File: config.mk
export PLATFORM = sky130hd
export DESIGN_NAME = dma_addr_seq
export DESIGN_NICKNAME = d
export VERILOG_FILES = /design/src/rtl/dma_seq_pkg.sv /design/src/rtl/dma_addr_side.sv /design/src/rtl/dma_chan_ctrl.sv /design/src/rtl/dma_irq_stat.sv /design/src/rtl/dma_addr_seq.sv
export SDC_FILE = /design/constraint.sdc
export NUM_CORES = 1
export LEC_CHECK = 0
export ABC_AREA = 1
export ABC_CLOCK_PERIOD_IN_PS = 6100
export BUFFER_PORTS_ARGS = -buffer_cell sky130_fd_sc_hd__buf_4
export CAP_MARGIN = 15
export CORE_MARGIN = 3
export CORE_UTILIZATION = 60
export DETAILED_ROUTE_END_ITERATION = 16
export PLACE_DENSITY = 0.93
export SLEW_MARGIN = 20
export SYNTH_ARGS = -nofsm -noshare
export SYNTH_HDL_FRONTEND = slang
export SYNTH_SLANG_ARGS = --single-unit
File: constraint.sdc
create_clock -name clk -period 6.1 [get_ports clk]
set_input_delay 0.915 -clock clk [delete_from_list [all_inputs] [get_ports clk]]
set_output_delay 0.915 -clock clk [all_outputs]
set_load 0.05 [all_outputs]
File: src/rtl/dma_seq_pkg.sv
package dma_seq_pkg;

  typedef enum logic [1:0] {
    UPD_INC  = 2'd0,
    UPD_DEC  = 2'd1,
    UPD_FIX  = 2'd2,
    UPD_HOLD = 2'd3
  } upd_mode_e;

  typedef enum logic [1:0] {
    CH_IDLE  = 2'd0,
    CH_RUN   = 2'd1,
    CH_FAULT = 2'd2
  } ch_state_e;

  localparam int ST_XFER = 0;
  localparam int ST_BLK  = 1;
  localparam int ST_ERR  = 2;
  localparam int ST_BITS = 3;

  // bytes moved by one transaction
  function automatic logic [3:0] step_bytes(input logic [1:0] wsel);
    return 4'd1 << wsel;
  endfunction

  // transactions per burst
  function automatic logic [4:0] burst_beats(input logic [1:0] bsel);
    return (bsel == 2'd0) ? 5'd1 : (5'd2 << bsel);
  endfunction

  function automatic logic misaligned(input logic [2:0] lo, input logic [1:0] wsel);
    logic [3:0] mask;
    mask = step_bytes(wsel) - 4'd1;
    return |(lo & mask[2:0]);
  endfunction

endpackage

File: src/rtl/dma_addr_side.sv
module dma_addr_side
  import dma_seq_pkg::*;
#(
  parameter int ADDR_W = 32,
  parameter int LEN_W  = 16,
  parameter int GS_W   = 12
) (
  input  logic              clk,
  input  logic              rst_n,
  input  logic              load,
  input  logic [ADDR_W-1:0] base,
  input  logic [LEN_W-1:0]  len,
  input  logic [1:0]        wsel,
  input  logic [1:0]        bsel,
  input  logic [1:0]        mode,
  input  logic [GS_W-1:0]   grp,
  input  logic [GS_W-1:0]   skip,
  input  logic              enable,
  input  logic              ready,
  output logic              valid,
  output logic [ADDR_W-1:0] addr,
  output logic              last,
  output logic              empty
);

  localparam int RW = LEN_W + 1;

  upd_mode_e         mode_q;
  logic [1:0]        wsel_q, bsel_q;
  logic [GS_W-1:0]   grp_q, skip_q;
  logic [ADDR_W-1:0] addr_q, addr_nxt;
  logic [RW-1:0]     rem_q, len_full;
  logic [GS_W-1:0]   run_q;
  logic [4:0]        beat_q, beats;
  logic [3:0]        step;
  logic [RW-1:0]     step_r;
  logic [ADDR_W-1:0] step_a, jump_a;
  logic [GS_W:0]     run_sum;
  logic              moving, wrap, fire;

  assign step     = step_bytes(wsel_q);
  assign step_r   = {{(RW-4){1'b0}}, step};
  assign step_a   = {{(ADDR_W-4){1'b0}}, step};
  assign beats    = burst_beats(bsel_q);
  assign len_full = (len == '0) ? {1'b1, {LEN_W{1'b0}}} : {1'b0, len};

  assign moving  = (mode_q == UPD_INC) || (mode_q == UPD_DEC);
  assign run_sum = {1'b0, run_q} + {{(GS_W-3){1'b0}}, step};
  assign wrap    = moving && (grp_q != '0) && (run_sum >= {1'b0, grp_q});
  assign jump_a  = wrap ? {{(ADDR_W-GS_W){1'b0}}, skip_q} : '0;

  always_comb begin
    case (mode_q)
      UPD_INC: addr_nxt = addr_q + step_a + jump_a;
      UPD_DEC: addr_nxt = addr_q - step_a - jump_a;
      default: addr_nxt = addr_q;
    endcase
  end

  assign empty = (rem_q == '0);
  assign valid = enable && !empty;
  assign fire  = valid && ready;
  assign addr  = addr_q;
  assign last  = (beat_q == beats - 5'd1) || (rem_q <= step_r);

  always_ff @(posedge clk or negedge rst_n) begin
    if (!rst_n) begin
      mode_q <= UPD_INC;
      wsel_q <= '0;
      bsel_q <= '0;
      grp_q  <= '0;
      skip_q <= '0;
      addr_q <= '0;
      rem_q  <= '0;
      run_q  <= '0;
      beat_q <= '0;
    end else if (load) begin
      mode_q <= upd_mode_e'(mode);
      wsel_q <= wsel;
      bsel_q <= bsel;
      grp_q  <= grp;
      skip_q <= skip;
      addr_q <= base;
      rem_q  <= len_full;
      run_q  <= '0;
      beat_q <= '0;
    end else if (fire) begin
      addr_q <= addr_nxt;
      rem_q  <= (rem_q > step_r) ? (rem_q - step_r) : '0;
      run_q  <= wrap ? '0 : run_sum[GS_W-1:0];
      beat_q <= last ? 5'd0 : (beat_q + 5'd1);
    end
  end

endmodule

File: src/rtl/dma_chan_ctrl.sv
module dma_chan_ctrl
  import dma_seq_pkg::*;
(
  input  logic               clk,
  input  logic               rst_n,
  input  logic               start,
  input  logic               xfer_last,
  input  logic [2:0]         src_lo,
  input  logic [2:0]         dst_lo,
  input  logic [2:0]         src_skip_lo,
  input  logic [2:0]         dst_skip_lo,
  input  logic [1:0]         src_wsel,
  input  logic [1:0]         dst_wsel,
  input  logic               ie_xfer,
  input  logic               ie_blk,
  input  logic               ie_err,
  input  logic               src_empty,
  input  logic               dst_empty,
  output logic               run_en,
  output logic               blk_done,
  output logic               chan_err,
  output logic [ST_BITS-1:0] st_set
);

  ch_state_e state_q;
  logic      last_q, iex_q, ieb_q, done_q, bad, done_edge;

  assign bad = misaligned(src_lo, src_wsel) || misaligned(src_skip_lo, src_wsel) ||
               misaligned(dst_lo, dst_wsel) || misaligned(dst_skip_lo, dst_wsel);

  assign run_en    = (state_q == CH_RUN);
  assign chan_err  = (state_q == CH_FAULT);
  assign blk_done  = run_en && src_empty && dst_empty;
  assign done_edge = blk_done && !done_q;

  assign st_set[ST_XFER] = done_edge && last_q && iex_q;
  assign st_set[ST_BLK]  = done_edge && ieb_q;
  assign st_set[ST_ERR]  = start && bad && ie_err;

  always_ff @(posedge clk or negedge rst_n) begin
    if (!rst_n) begin
      state_q <= CH_IDLE;
      last_q  <= 1'b0;
      iex_q   <= 1'b0;
      ieb_q   <= 1'b0;
      done_q  <= 1'b0;
    end else begin
      done_q <= blk_done;
      if (start) begin
        state_q <= bad ? CH_FAULT : CH_RUN;
        last_q  <= xfer_last;
        iex_q   <= ie_xfer;
        ieb_q   <= ie_blk;
      end
    end
  end

endmodule

File: src/rtl/dma_irq_stat.sv
module dma_irq_stat #(
  parameter int NB = 3
) (
  input  logic          clk,
  input  logic          rst_n,
  input  logic [NB-1:0] set,
  input  logic [NB-1:0] clr,
  output logic [NB-1:0] status,
  output logic          any
);

  for (genvar i = 0; i < NB; i++) begin : g_bit
    always_ff @(posedge clk or negedge rst_n) begin
      if (!rst_n)      status[i] <= 1'b0;
      else if (set[i]) status[i] <= 1'b1;
      else if (clr[i]) status[i] <= 1'b0;
    end
  end

  assign any = |status;

endmodule

File: src/rtl/dma_addr_seq.sv
module dma_addr_seq
  import dma_seq_pkg::*;
#(
  parameter int ADDR_W = 32,
  parameter int LEN_W  = 16,
  parameter int GS_W   = 12
) (
  input  logic              clk,
  input  logic              rst_n,
  input  logic              start,
  input  logic              xfer_last,
  input  logic [ADDR_W-1:0] src_base,
  input  logic [ADDR_W-1:0] dst_base,
  input  logic [LEN_W-1:0]  blk_len,
  input  logic [1:0]        src_wsel,
  input  logic [1:0]        dst_wsel,
  input  logic [1:0]        src_bsel,
  input  logic [1:0]        dst_bsel,
  input  logic [1:0]        src_mode,
  input  logic [1:0]        dst_mode,
  input  logic [GS_W-1:0]   src_grp,
  input  logic [GS_W-1:0]   src_skip,
  input  logic [GS_W-1:0]   dst_grp,
  input  logic [GS_W-1:0]   dst_skip,
  input  logic              ie_xfer,
  input  logic              ie_blk,
  input  logic              ie_err,
  output logic              src_valid,
  input  logic              src_ready,
  output logic [ADDR_W-1:0] src_addr,
  output logic              src_last,
  output logic              dst_valid,
  input  logic              dst_ready,
  output logic [ADDR_W-1:0] dst_addr,
  output logic              dst_last,
  output logic              blk_done,
  output logic              chan_err,
  input  logic [2:0]        irq_clr,
  output logic [2:0]        irq_status,
  output logic              irq
);

  logic               run_en, src_empty, dst_empty;
  logic [ST_BITS-1:0] st_set;

  dma_chan_ctrl u_ctrl (
    .clk        (clk),
    .rst_n      (rst_n),
    .start      (start),
    .xfer_last  (xfer_last),
    .src_lo     (src_base[2:0]),
    .dst_lo     (dst_base[2:0]),
    .src_skip_lo(src_skip[2:0]),
    .dst_skip_lo(dst_skip[2:0]),
    .src_wsel   (src_wsel),
    .dst_wsel   (dst_wsel),
    .ie_xfer    (ie_xfer),
    .ie_blk     (ie_blk),
    .ie_err     (ie_err),
    .src_empty  (src_empty),
    .dst_empty  (dst_empty),
    .run_en     (run_en),
    .blk_done   (blk_done),
    .chan_err   (chan_err),
    .st_set     (st_set)
  );

  dma_addr_side #(.ADDR_W(ADDR_W), .LEN_W(LEN_W), .GS_W(GS_W)) u_src (
    .clk   (clk),
    .rst_n (rst_n),
    .load  (start),
    .base  (src_base),
    .len   (blk_len),
    .wsel  (src_wsel),
    .bsel  (src_bsel),
    .mode  (src_mode),
    .grp   (src_grp),
    .skip  (src_skip),
    .enable(run_en),
    .ready (src_ready),
    .valid (src_valid),
    .addr  (src_addr),
    .last  (src_last),
    .empty (src_empty)
  );

  dma_addr_side #(.ADDR_W(ADDR_W), .LEN_W(LEN_W), .GS_W(GS_W)) u_dst (
    .clk   (clk),
    .rst_n (rst_n),
    .load  (start),
    .base  (dst_base),
    .len   (blk_len),
    .wsel  (dst_wsel),
    .bsel  (dst_bsel),
    .mode  (dst_mode),
    .grp   (dst_grp),
    .skip  (dst_skip),
    .enable(run_en),
    .ready (dst_ready),
    .valid (dst_valid),
    .addr  (dst_addr),
    .last  (dst_last),
    .empty (dst_empty)
  );

  dma_irq_stat #(.NB(ST_BITS)) u_irq (
    .clk   (clk),
    .rst_n (rst_n),
    .set   (st_set),
    .clr   (irq_clr),
    .status(irq_status),
    .any   (irq)
  );

endmodule

# --- After elaboration in Yosys (flattened, before gate mapping) ---
# Index checks and enable logic that the tools add are counted.
word_totals:
  out_inout_bits: 74
  register_bits: 201
  wordCells: 151
  input_bits: 152
classes:
  addsub: 18
  bitwise: 4
  n_reduce_logical: 49
  n_shift: 6
  n_eq_ne: 6
  order_cmp: 6
  n_mux: 36
ops:
  columns: ["cell", "n"]
  rows:
  - ["$mux W32", 4]
  - ["$pmux W32 S2", 2]
  - ["$mux W17", 7]
  - ["$mux W12", 8]
  - ["$add A32 B32 Y32", 2]
  - ["$add A32 B4 Y32", 2]
  - ["$sub A32 B32 Y32", 2]
  - ["$sub A32 B4 Y32", 2]
  - ["$mux W5", 8]
  - ["$gt A17 B4 Y1", 2]
  - ["$le A17 B4 Y1", 2]
  - ["$logic_not A17 Y1", 2]
  - ["$sub A17 B4 Y17", 2]
  - ["$add A12 B4 Y13", 2]
  - ["$ge A13 B12 Y1", 2]
  - ["$reduce_bool A12 Y1", 2]
  - ["$logic_and A1 B1 Y1", 16]
  - ["$logic_not A16 Y1", 1]
  - ["$reduce_or A3 Y1", 5]
  - ["$and A3 B3 Y3", 4]
  - ["$add A5 B1 Y5 const B", 2]
  - ["$eq A5 B5 Y1", 2]
  - ["$reduce_bool A2 Y1", 5]
  - ["$shl A2 B2 Y5 const A", 2]
  - ["13 further kinds", 37]

# --- Logic depth before layout (Yosys ltp) ---
depth:
  ltp_word: 10
  ltp_mapped: 46
  depth_no_buf: 46

# --- Modules after synthesis ---
# From an unflattened synthesis, not the netlist that was laid out.
unflattened:
  hier_cells: 3121
  area_unflattened_um2: 19080.8
by_module_without_submodules:
  columns: ["mod", "seq_area_each_um2", "n_inst", "cells_each", "area_each_um2"]
  rows:
  - ["dma_addr_side (u_src)", 2402.3, 1, 1557, 9300.2]
  - ["dma_addr_side (u_dst)", 2402.3, 1, 1485, 9261.4]
  - ["dma_chan_ctrl", 150.1, 1, 61, 387.9]
  - ["dma_irq_stat", 75.1, 1, 18, 131.4]

# --- Worst setup path before layout ---
# Ideal clock, no wire load.
synth_path:
  path_type: "reg-to-reg"
  from: "reg u_src.wsel_q[0]"
  to: "reg u_src.addr_q[31], in the netlist u_src.addr[31]"
  synth_period_minus_slack_ps: 5172
  required_ps: 5977
  arrival_ps: 5049
  setup_ps: 123
  path_slack_ps: 928
  path_buffers: 1
  path_stages_with_launch: 39
  path_cell_list: "dfrtp_1 -> nand2_1 -> inv_1 -> ha_1 -> inv_1 -> o21ai_1 -> inv_1 -> nand2_2 -> nand3_1 -> nor2_1 -> nand2_1 -> xor2_1 -> inv_1 -> ha_1 -> nand2_1 -> nor2_1 -> a211oi_1 -> nor2_1 -> (+3 left out) -> buf_6 -> nor2_1 -> fa_1 -> ha_1 -> inv_1 -> fa_1 -> inv_1 -> nand3_1 -> nand2_1 -> nand3_1 -> nand2_1 -> nand3_1 -> nand2_1 -> nand2_1 -> nand2_1 -> nand2_1 -> o21ai_0 -> nand2_1"
synth_via:
  elab_chain_len: 9
  elab_cells_between_ends: 12
  classes_between: "add/sub: 5; order compare: 1; shift: 1; mux: 4; reduce/logical: 1"
synth_rtl:
  columns: ["item", "line_no", "source"]
  rows:
  - ["from (decl)", "dma_addr_side.sv:29", "logic [1:0] wsel_q, bsel_q;"]
  - ["from (signal assigned)", "dma_addr_side.sv:79", "wsel_q <= wsel;"]
  - ["$shl A1 B2 Y4 *", "dma_seq_pkg.sv:23", "return 4'd1 << wsel;"]
  - ["$add A12 B4 Y13", "dma_addr_side.sv:48", "assign run_sum = {1'b0, run_q} + {{(GS_W-3){1'b0}}, step};"]
  - ["$ge A13 B12 Y1", "dma_addr_side.sv:49", "assign wrap = moving && (grp_q != '0) && (run_sum >= {1'b0, grp_q});"]
  - ["$logic_and A1 B1 Y1", "dma_addr_side.sv:49", null]
  - ["$mux W12", "dma_addr_side.sv:50", "assign jump_a = wrap ? {{(ADDR_W-GS_W){1'b0}}, skip_q} : '0;"]
  - ["$sub A32 B32 Y32 or $add A32 B32 Y32 (tied branches)", "dma_addr_side.sv:55, dma_addr_side.sv:54", null]
  - ["$pmux W32 S2 *", "dma_addr_side.sv:53", "case (mode_q)"]
  - ["$mux W32 *", "dma_addr_side.sv:87", "end else if (fire) begin"]
  - ["$mux W32 *", "dma_addr_side.sv:77", "end else if (load) begin"]
  - ["to (signal assigned)", "dma_addr_side.sv:83", "addr_q <= base;"]
  - ["to (signal assigned)", "dma_addr_side.sv:88", "addr_q <= addr_nxt;"]
  - ["to (decl)", "dma_addr_side.sv:31", "logic [ADDR_W-1:0] addr_q, addr_nxt;"]
# Mark *: on every way between the ends. The rest lies on a longest branch, timed or not. The select of a mux whose other input is x is not followed.
# A chain may end at the register's enable or synchronous reset.

# --- Worst setup path in the final report ---
layout_path:
  from: "reg u_src.wsel_q[0]"
  to: "reg u_src.addr_q[22], in the netlist u_src.addr[22]"
# Same word-level chain as after synthesis.

==> results_dict.tcl <==
set metrics [dict create \
    yosysWarnings 0 \
    drc_errors 0 \
    drv_slew 0 \
    grt_pass1_wl_mm 92.9 \
    synth_top_area_share 0.278 \
    diodes 0 \
    startpoint_type "flop" \
    synth_nets 3113 \
    cp_top_family "simple AND/OR/NAND/NOR gates" \
    fmax_mhz 176 \
    setup_ws_ns 0.426 \
    cts_tree "yes" \
    worst_slew_pin_slew_ns 1.08 \
    drt_wl_total_mm 56.9 \
    yosysSeqAreaShare 0.278 \
    placed_area_sq_um 20000 \
    hpwlAfterDp_mm 42.6 \
    gp_congestion 0.972 \
    cts_buffer_depth 3 \
    synth_seq_cells 201 \
    fin_nets 3297 \
    maxSlewHeadroom 0.283 \
    overflow 0 \
    ant_nets 0 \
    crit_path_top_delay_cell "dfrtp_1" \
    hold_viol_final 0 \
    die_h_um 180 \
    yosysTopAreaCell "dfrtp_1" \
    crit_type "flop to flop" \
    fp.dieArea_sq_um 32300 \
    rows 62 \
    netlist_instances 2817 \
    syn_avg_cell_area_sq_um 6.42 \
    drive_gt1_frac 0.121 \
    fin_crit_sh 0.930 \
    dp_slack_ns 0.208 \
    core_area_sq_um 29200 \
    cap_violations 0 \
    hold_buffers 0 \
    via_per_inst 5.79 \
    critPathCaptureType "flop" \
    port_buffers 225 \
    vias 19700 \
    finalCriticalPeriod_ns 5.67 \
    worstPathRequired_ns 6.53 \
    dr.pass1.iters 6 \
    status "finished, final reports clean" \
    grt_pass1_vias 19200 \
    grt.total_usage 0.339 \
    crit_arrival_ns 6.10 \
    post_drt_wl_per_cell_um 16.7 \
    drtIter0Drc 1738 \
    synthFlopType "dfrtp_1" \
    floorplan.initialDensity 0.620 \
    slowest_delay_ns 0.44 \
    cts_sinks 201 \
    crit_top_cell "nand2_1" \
    grt_antenna_before_repair 0 \
    final_area_sq_um 20900 \
    cts-root-buf "clkbuf_16" \
    area_growth_pct 15.6 \
    setup_violations 0 \
    numCtsBuffers 25 \
    htreeDepth 1 \
    synth_area_leaders "dfrtp_1 28%, nand2_1 17%, ha_1 8.4%" \
    peakVddDrop_v 0.000231 \
    ios 226 \
    worst-path-buf-inv 6 \
    crit_fanout 7 \
    yosysUniqueCellTypes 54 \
    clock_latency_ns 0.54 \
    p_leak_nw 11.1 \
    synth_area_sq_um 18100 \
    grt_start_max_net_pins 116 \
    nFillCells 2459 \
    cts.clk_slew.worst_paths_ns 0.06 \
    cellPowerDensity_nw_per_um2 266 \
    hp-class "primary input to asynchronous set/reset pin" \
    synth_edf_count 0 \
    whs_ns 0.389 \
    die_w_um 180 \
    layout_common_cells "792 x nand2_1, 397 x inv_1, 341 x nor2_1" \
    skew_ns 0.0135 \
    final_common_cell "nand2_1" \
    ys_async_sr_fraction 1.00 \
    final_util 0.717 \
]
-- worst paths after layout --
check / start / end / slack [ns] / cells past startpoint
max reg2reg: u_src.wsel_q[0] / u_src.addr[22] / 0.43 / 36
min: rst_n / u_src.addr[21] / 0.39 / 1
min reg2reg: u_ctrl.ieb_q / u_ctrl.ieb_q / 0.48 / 2
max in group asynchronous: rst_n / u_dst.grp_q[10] / 4.58 / 2
max: u_src.wsel_q[0] / u_src.addr[22] / 0.43 / 36
min in group clk: u_ctrl.ieb_q / u_ctrl.ieb_q / 0.48 / 2
-- area by class of cell --
| type | count | area (sq um) | area share |
|---|---|---|---|
| multi-input combinational | 2123 | 11200 | 0.536 |
| sequential | 201 | 5030 | 0.241 |
| timing repair buffer | 242 | 1840 | 0.0878 |
| inverter | 408 | 1530 | 0.0734 |
| clock buffer | 38 | 724 | 0.0346 |
| tap | 384 | 480 | 0.0230 |
| clock inverter | 8 | 93.8 | 0.00449 |
-- per-stage QoR --
| step | TNS [ns] | total power (W) | cells |
|---|---|---|---|
| floorplan | 0 | 0.00330 | 2817 |
| CTS | 0 | 0.00552 | 3400 |
| global route | -0.177 | 0.00590 | 3404 |
| detailed placement | 0 | 0.00400 | 3354 |
| global placement | 0 | 0.00393 | 3354 |
| finish | 0 | 0.00556 | 3404 |
-- logic make-up (layout without fill, tap and decap cells) --
group           after synthesis  count (layout)  share of synthesized area
buf+inv                     493             696                      0.107
simple gates               1538            1538                      0.362
flops                       201             201                      0.278
xor+xnor                     56              56                     0.0271
compound gates              385             385                      0.117
fa+ha+maj                   144             144                      0.109
-- routing by layer --
layer  global-route usage  wire length (um)
met5                    0                 0
met4                0.124              2070
met3               0.0606              4870
met1                0.437             23400
met2                0.572             26600
-- cell usage after synthesis, types with 4 or more instances --
| master | count |
|---|---|
| nand3_1 | 207 |
| nand3b_1 | 10 |
| buf_2 | 18 |
| clkbuf_1 | 48 |
| xnor2_1 | 12 |
| a21oi_1 | 131 |
| nor2_2 | 14 |
| a22oi_1 | 9 |
| o21ai_1 | 13 |
| buf_6 | 8 |
| nand2_2 | 13 |
| nand4_1 | 54 |
| inv_2 | 8 |
| o21bai_1 | 6 |
| or2_2 | 5 |
| o21ai_0 | 165 |
| buf_1 | 9 |
| nor3_1 | 43 |
| fa_1 | 22 |
| ha_1 | 122 |
| nand3_2 | 4 |
| nor4_1 | 25 |
| xor2_1 | 44 |
| nor2_1 | 347 |
| o211ai_1 | 18 |
| nand2_1 | 801 |
| o22ai_1 | 11 |
| dfrtp_1 | 201 |
| o221ai_1 | 6 |
| a21o_1 | 9 |
| inv_1 | 398 |
| o21a_1 | 5 |
-- state kept, by name (all words and copies together) (netlist names), 2 cells and up --
register        flops
u_ctrl.state_q      2
u_dst.addr         32
u_dst.beat_q        5
u_dst.bsel_q        2
u_dst.grp_q        12
u_dst.mode_q        2
u_dst.rem_q        17
u_dst.run_q        12
u_dst.skip_q       12
u_dst.wsel_q        2
u_irq.status        3
u_src.addr         32
u_src.beat_q        5
u_src.bsel_q        2
u_src.grp_q        12
u_src.mode_q        2
u_src.rem_q        17
u_src.run_q        12
u_src.skip_q       12
u_src.wsel_q        2
-- report_power, final --
group / internal, W / leakage, nW / total [W] / switching [W]
clock network: 0.000900 / 0.406 / 0.00150 / 0.000600
registers: 0.00150 / 2.48 / 0.00174 / 0.000245
logic: 0.000741 / 8.17 / 0.00232 / 0.00158
-- repair_timing --
action,4_1_cts,5_1_grt
resized for setup,0,34
buffers inserted,0,4
setup endpoints to repair,0,52
Note: power is estimated with default switching activity, not from simulation.
